<file path="config.mk">
export PLATFORM = sky130hd
export DESIGN_NAME = sdm_pair_demux
export DESIGN_NICKNAME = d
export VERILOG_FILES = /design/src/rtl/sdm_pkg.sv /design/src/rtl/sdm_capture_pipe.sv /design/src/rtl/sdm_phase_gen.sv /design/src/rtl/sdm_out_reg.sv /design/src/rtl/sdm_pair_demux.sv
export SDC_FILE = /design/constraint.sdc
export NUM_CORES = 1
export LEC_CHECK = 0
export ABC_AREA = 1
export BUFFER_PORTS_ARGS = -buffer_cell sky130_fd_sc_hd__buf_2
export CAP_MARGIN = 20
export CORE_ASPECT_RATIO = 1.25
export CORE_MARGIN = 1
export CORE_UTILIZATION = 40
export CTS_BUF_LIST = sky130_fd_sc_hd__clkbuf_8
export DETAILED_ROUTE_END_ITERATION = 16
export HOLD_SLACK_MARGIN = 0.08
export SYNTH_ARGS = -nofsm -noshare
export SYNTH_HDL_FRONTEND = slang
export SYNTH_HIERARCHICAL = 1
export SYNTH_SLANG_ARGS = --single-unit
</file>
<file path="constraint.sdc">
create_clock -name clk -period 1.26 [get_ports clk]
set_input_delay 0 -clock clk [delete_from_list [all_inputs] [get_ports clk]]
set_output_delay 0 -clock clk [all_outputs]
set_load 0.03 [all_outputs]
</file>
<file path="src/rtl/sdm_pkg.sv">
package sdm_pkg;
  typedef enum logic {
    CODE_TWOS   = 1'b0,
    CODE_OFFSET = 1'b1
  } code_e;

  localparam int SDM_SMP_W   = 6;
  localparam int SDM_NEW_LAT = 5;
endpackage

</file>
<file path="src/rtl/sdm_capture_pipe.sv">
module sdm_capture_pipe
  import sdm_pkg::*;
#(
  parameter int    W       = SDM_SMP_W,
  parameter code_e CODING  = CODE_OFFSET,
  parameter int    NEW_LAT = SDM_NEW_LAT,
  localparam int   OLD_LAT = NEW_LAT + 1
) (
  input  logic         clk,
  input  logic         rst,
  input  logic [W-1:0] smp_in,
  output logic [W-1:0] tap_new,
  output logic [W-1:0] tap_old
);
  // Coding step: flip the sign position for offset-binary input
  function automatic logic [W-1:0] to_twos(input logic [W-1:0] c);
    if (CODING == CODE_OFFSET) return {~c[W-1], c[W-2:0]};
    else                       return c;
  endfunction

  logic [W-1:0] stg [OLD_LAT];

  always_ff @(posedge clk) begin
    if (rst) stg[0] <= '0;
    else     stg[0] <= to_twos(smp_in);
  end

  for (genvar i = 1; i < OLD_LAT; i++) begin : g_stage
    always_ff @(posedge clk) begin
      if (rst) stg[i] <= '0;
      else     stg[i] <= stg[i-1];
    end
  end

  // Before an edge, stage i holds the sample taken i+1 edges earlier
  assign tap_new = stg[NEW_LAT-1];
  assign tap_old = stg[OLD_LAT-1];
endmodule

</file>
<file path="src/rtl/sdm_phase_gen.sv">
module sdm_phase_gen #(
  parameter int  FILL_MAX = 6,
  localparam int CNT_W    = $clog2(FILL_MAX + 1)
) (
  input  logic clk,
  input  logic rst,
  output logic dready,
  output logic upd,
  output logic fill_done
);
  logic [CNT_W-1:0] fill_cnt;

  always_ff @(posedge clk) begin
    if (rst) begin
      dready   <= 1'b0;
      fill_cnt <= '0;
    end else begin
      dready <= ~dready;
      if (fill_cnt != CNT_W'(FILL_MAX)) fill_cnt <= fill_cnt + 1'b1;
    end
  end

  // The ports load on the edge where data-ready goes high
  assign upd       = ~dready;
  assign fill_done = (fill_cnt == CNT_W'(FILL_MAX));

  AST_DRDY_RISE: assert property (@(posedge clk) disable iff (rst)
    !dready |=> dready);
  AST_DRDY_FALL: assert property (@(posedge clk) disable iff (rst)
    dready |=> !dready);
endmodule

</file>
<file path="src/rtl/sdm_out_reg.sv">
module sdm_out_reg #(
  parameter int W = 6
) (
  input  logic         clk,
  input  logic         rst,
  input  logic         upd,
  input  logic         fill_done,
  input  logic         dready,
  input  logic [W-1:0] tap_new,
  input  logic [W-1:0] tap_old,
  output logic [W-1:0] new_out,
  output logic [W-1:0] old_out,
  output logic         pair_valid
);
  always_ff @(posedge clk) begin
    if (rst) begin
      new_out    <= '0;
      old_out    <= '0;
      pair_valid <= 1'b0;
    end else if (upd) begin
      new_out    <= tap_new;
      old_out    <= tap_old;
      pair_valid <= pair_valid | fill_done;
    end
  end

  AST_PORTS_HOLD: assert property (@(posedge clk) disable iff (rst)
    !upd |=> ($stable(new_out) && $stable(old_out)));
  AST_VALID_STICKY: assert property (@(posedge clk) disable iff (rst)
    pair_valid |=> pair_valid);
  AST_VALID_ON_RISE: assert property (@(posedge clk) disable iff (rst)
    $rose(pair_valid) |-> $rose(dready));
  AST_RESET_CLEAR: assert property (@(posedge clk)
    rst |=> (new_out == '0 && old_out == '0 && !pair_valid && !dready));
endmodule

</file>
<file path="src/rtl/sdm_pair_demux.sv">
module sdm_pair_demux
  import sdm_pkg::*;
#(
  parameter int    W       = SDM_SMP_W,
  parameter code_e CODING  = CODE_OFFSET,
  parameter int    NEW_LAT = SDM_NEW_LAT,
  localparam int   OLD_LAT = NEW_LAT + 1
) (
  input  logic         clk,
  input  logic         rst,
  input  logic [W-1:0] smp_in,
  output logic         dready,
  output logic [W-1:0] new_out,
  output logic [W-1:0] old_out,
  output logic         pair_valid
);
  logic [W-1:0] tap_new, tap_old;
  logic         upd, fill_done;

  sdm_capture_pipe #(.W(W), .CODING(CODING), .NEW_LAT(NEW_LAT)) u_pipe (
    .clk(clk), .rst(rst), .smp_in(smp_in),
    .tap_new(tap_new), .tap_old(tap_old)
  );

  sdm_phase_gen #(.FILL_MAX(OLD_LAT)) u_phase (
    .clk(clk), .rst(rst), .dready(dready), .upd(upd), .fill_done(fill_done)
  );

  sdm_out_reg #(.W(W)) u_out (
    .clk(clk), .rst(rst), .upd(upd), .fill_done(fill_done), .dready(dready),
    .tap_new(tap_new), .tap_old(tap_old),
    .new_out(new_out), .old_out(old_out), .pair_valid(pair_valid)
  );
endmodule

</file>
-- Yosys cells after proc, flatten, opt, wreduce, memory -nomap -nowiden
Memory sizes are Yosys's and may differ from the RTL's. A register that Yosys moved wholly into a read port is not among the register bits.
Index checks and enable logic that the tools add are counted.
- $add $sub $neg: 1
- equal/unequal tests: 2
- muxes and demuxes: 10
- bitwise logic cells: 9
- reductions and logical operators: 1
- operator list (cell ; count):
    6-bit 2-to-1 mux ; 7
    1-bit bitwise OR ; 7
    3-bit by 1-bit adder with 3-bit output (second input constant) ; 1
    3-bit equality test (second input constant) ; 1
    1-bit 2-to-1 mux ; 3
    3-bit inequality test (second input constant) ; 1
    1-bit inverter ; 2
    1-bit logical NOT ; 1
- flip-flop bits (word level): 11
- bits in writable memories: 36
- output and inout port bits: 14
- word-level logic and storage cells: 28
- memories kept: 1
- memory list (name ; words ; bits a word ; read ports ; clocked after Yosys merged registers in ; write ports ; line ; RTL):
    u_pipe.stg ; 6 ; 6 ; 6 ; 1 ; 6 ; sdm_capture_pipe.sv:21 ; logic [W-1:0] stg [OLD_LAT];

-- Logic depth before layout (Yosys ltp)
- depth after elaboration: 3
- mapped depth: 6
- mapped depth without buffers: 6

-- Hierarchy
The synthesis kept the hierarchy.
- by module, submodules not included (module ; instances ; cells an instance ; area an instance (um2)):
    sdm_capture_pipe ; 1 ; 111 ; 1037.2
    sdm_out_reg ; 1 ; 81 ; 550.5
    sdm_phase_gen ; 1 ; 24 ; 180.2

-- Least setup slack after synthesis
No wires, ideal clock.
- path type: register -> register
- start: register u_phase.dready
- end: register u_out.new_out[0], read port of u_pipe.stg
- setup time: 0.114 ns
- arrival: 0.983 ns
- data required time: 1.146 ns
- path slack: 0.163 ns
- cell stages (with the launch flop): 6
- path buffers: 2
- period minus slack after synthesis: 1.097 ns
- cell sequence: dfxtp_1 > inv_1 > buf_6 > buf_6 > nor2_1 > nor2_1
- RTL lines (what ; line ; RTL):
    from (decl) ; sdm_phase_gen.sv:7 ; output logic dready,
    from (signal assigned) ; sdm_phase_gen.sv:18 ; dready <= ~dready;
    to (decl) ; sdm_out_reg.sv:11 ; output logic [W-1:0] new_out,

-- Worst setup path in the final report
- start: register u_phase.fill_cnt[0]
- end: register u_out.pair_valid
- word-level cells in the longest chain between the ends: 2
- ends and longest elaborated chain (what ; line ; RTL):
    from (decl) ; sdm_phase_gen.sv:11 ; logic [CNT_W-1:0] fill_cnt;
    from (signal assigned) ; sdm_phase_gen.sv:19 ; if (fill_cnt != CNT_W'(FILL_MAX)) fill_cnt <= fill_cnt + 1'b1;
    3-bit equality test ; sdm_phase_gen.sv:25 ; assign fill_done = (fill_cnt == CNT_W'(FILL_MAX));
    named net fill_done ; sdm_pair_demux.sv:18 ; logic upd, fill_done;
    1-bit bitwise OR ; sdm_out_reg.sv:23 ; pair_valid <= pair_valid | fill_done;
    to (signal assigned) ; sdm_out_reg.sv:23 ;
    to (decl) ; sdm_out_reg.sv:13 ; output logic pair_valid
The timed path passes the listed nets, and every way through them passes these cells.
A chain may end at the register's enable or synchronous reset.

==> flow_metrics.py <==
metrics = {
    "placement": {
        "dp_cells": 288,
        "dp_hpwl_microns": 1280,
        "dp_slack_ns": 0.242,
        "port_buffers": 21,
        "gp_congestion": 0.637,
    },
    "floorplanning": {
        "die_x_microns": 61.5,
        "num_io_pins": 22,
        "fp-row-count": 26,
        "start_util_pct": 42.5,
        "coreArea_sq_mm": 0.00416,
        "dieHeight_microns": 76.3,
        "die_area_sq_mm": 0.00469,
    },
    "pwr": {
        "finalPower_mw": 2.90,
        "power.density_mw_per_mm2": 1420,
        "peakVddDrop_uv": 925,
        "leakage_nw": 0.992,
    },
    "hold_path": {
        "whs_path_depth": 3,
        "min_to": "u_out/pair_valid",
        "holdCritPathClass": "in2reg",
        "hp-start": "rst",
    },
    "worst_setup_path": {
        "worstSetupStartpointType": "register",
        "worst_setup_path_end_kind": "register",
        "r2r-start": "u_phase/fill_cnt[0]",
        "required_ns": 1.45,
        "crit_type": "reg2reg",
        "path_max_fanout": 4,
        "ff2ff_path_depth": 6,
        "critPathArrivalTime_ns": 1.21,
        "r2r_slack_ns": 0.23,
        "r2r-end": "u_out/pair_valid",
    },
    "global_routing": {
        "grt_pass1_wl_microns": 3520,
        "track_usage_pct": 10.1,
        "grt-ovfl-total": 0,
        "antenna_found_initial": 0,
        "grt_pass1_vias": 898,
        "grt_max_degree": 25,
    },
    "route": {
        "firstDrtPassIters": 3,
        "postRouteAntennaNets": 0,
        "vias": 1118,
        "drtIter0Drc": 86,
        "drcViolationCount": 0,
        "route.final.wire_length_microns": 2010,
        "routedWlPerCell_microns": 6.69,
        "topRoutingLayerUsed": "met4",
        "via_per_inst": 3.71,
        "wl_met3_microns": 83,
        "route.met2.wl_microns": 873,
        "wl_met1_microns": 1020,
    },
    "layout": {
        "fin_nets": 255,
        "insertedDiodeCount": 0,
        "n_fill_cell": 446,
        "instances_no_fill": 301,
        "area_growth_pct": 15.1,
        "final_core_util_pct": 48.9,
        "drive_gt1_share_pct": 14.3,
        "multiInputGateArea_sq_um": 418,
        "register_area_sq_mm": 0.00106,
    },
    "sta": {
        "fin_crit_ns": 1.03,
        "fin_tns_setup_ns": 0,
        "rsz0062_at_grt": "no",
        "final_max_slew_viol_count": 0,
        "fmax_ghz": 0.972,
        "tightest_slew_ns": 0.341,
        "finalSetupViolCount": 0,
        "layout_setup_ws_ns": 0.232,
        "hold_viol": 0,
        "slew_headroom_pct": 77.2,
        "finalClockSkew_ns": 0.00415,
        "fin_crit_sh_pct": 81.6,
    },
    "clocking": {
        "clk_latency_ns": 0.29,
        "post_cts_resized": 0,
        "hold_buffers": 6,
        "cts_setup_buffers": 0,
        "cts_max_level": 2,
        "numClockSinks": 53,
        "clkTransAtPathRegs_ns": 0.08,
        "cts_tree": "built",
        "root_buffer": "clkbuf_8",
        "numCtsBuffers": 5,
        "cts_buffer_depth": 2,
    },
    "logic_synthesis": {
        "synth.cell_area_sq_mm": 0.00177,
        "syn_nets": 226,
        "yosysWarningCount": 6,
        "avgSynthCellArea_sq_um": 8.18,
        "synth_most_common_cell": "nor2_1",
        "async_flop_share_pct": 0,
        "yosysTopAreaCell": "dfxtp_1",
        "synth_cells": 216,
        "synth_top_area_share_pct": 60.0,
        "ys_types": 13,
        "yosysSeqAreaShare_pct": 60.0,
        "synth_edf_count": 0,
        "synth_common_cells": "nor2_1, dfxtp_1, inv_1, nand2_1, buf_6",
        "synth_ff_type": "dfxtp_1",
        "yosys_register_bits": 53,
        "synthTopCellsByArea": "dfxtp_1, nor2_1, inv_1, nand2_1, buf_6",
    },
    "run": {
        "drv_cap": 0,
    },
    "run_status": {
        "outcome": "completed",
    },
}
[where the power goes]
part / switching, mW / internal, mW / total [mW]
Clock: 0.472 / 0.428 / 0.900
Combinational: 0.148 / 0.0918 / 0.240
Sequential: 0.0245 / 1.73 / 1.76
Total: 0.644 / 2.25 / 2.90
[layout by cell type (no fill, tap or decap)]
master         synthesis  layout
inv_1                 53      54
buf_4                  1       2
nor2_2                 3       3
a21oi_2                1       1
o21ai_0                1       1
nand2_1               30      30
ha_1                   2       2
nor2_1                63      63
dfxtp_1               53      53
clkbuf_8               0       6
nand2_2                1       1
buf_2                  0      21
nand3_1                1       1
buf_12                 0       1
dlygate4sd3_1          0       6
[final cells by class]
cell class	instances	share of cell area, %
clock buffer	6	4.06
timing repair buffer	30	9.84
inverter	53	9.78
clock inverter	1	0.185
multi-input combinational	102	20.5
tap	56	3.44
sequential	53	52.2
[cells by family (layout without fill, tap and decap cells)]
logic type / Yosys count / in the layout / synth area share [%]
adder cells (fa/ha/maj): 2 / 2 / 1.42
flip-flops: 53 / 53 / 60.0
buffers and inverters: 61 / 90 / 16.3
AO/OA/AOI/OAI: 2 / 2 / 0.778
AND/OR/NAND/NOR: 98 / 98 / 21.4
[through the flow]
step,area [sq um],hold WS [ns]
6_report,2030,0.115
5_1_grt,2030,0.135
4_1_cts,2030,0.117
3_5_place_dp,1890,0.159
3_3_place_gp,1890,0.157
2_1_floorplan,1770,0.0624
[critical path, cell delays in order, from the launching register on]
cell and delay (ns):
dfxtp_1 0.36, inv_1 0.07, ha_1 0.23, nand2_2 0.10
inv_1 0.04, nand2_1 0.07, a21oi_2 0.05
[layer usage]
metal  global-route usage [%]  up-vias
met3                     4.07        5
li1                         -      652
met2                     14.7       20
met5                        0        -
met1                     12.1      441
met4                     6.00        0
[how the worst max path moves through the flow]
stage                              startpoint             endpoint  slack [ns]  cells after the start
after floorplan                u_phase/dready     u_out/new_out[0]        0.16                      5
after global placement    u_phase/fill_cnt[0]  u_phase/fill_cnt[0]        0.29                      6
after detailed placement  u_phase/fill_cnt[0]     u_out/pair_valid        0.24                      6
after CTS                 u_phase/fill_cnt[0]  u_phase/fill_cnt[0]        0.23                      6
after global routing      u_phase/fill_cnt[0]     u_out/pair_valid        0.12                      6
final                     u_phase/fill_cnt[0]     u_out/pair_valid        0.23                      6
[state kept, by name, summed over array words and instances, names as in the netlist]
signal            cells
u_out/old_out         6
u_out/pair_valid      1
u_phase/dready        1
u_pipe/stg           36
u_out/new_out         6
u_phase/fill_cnt      3
Note: power is estimated with default switching activity, not from simulation.
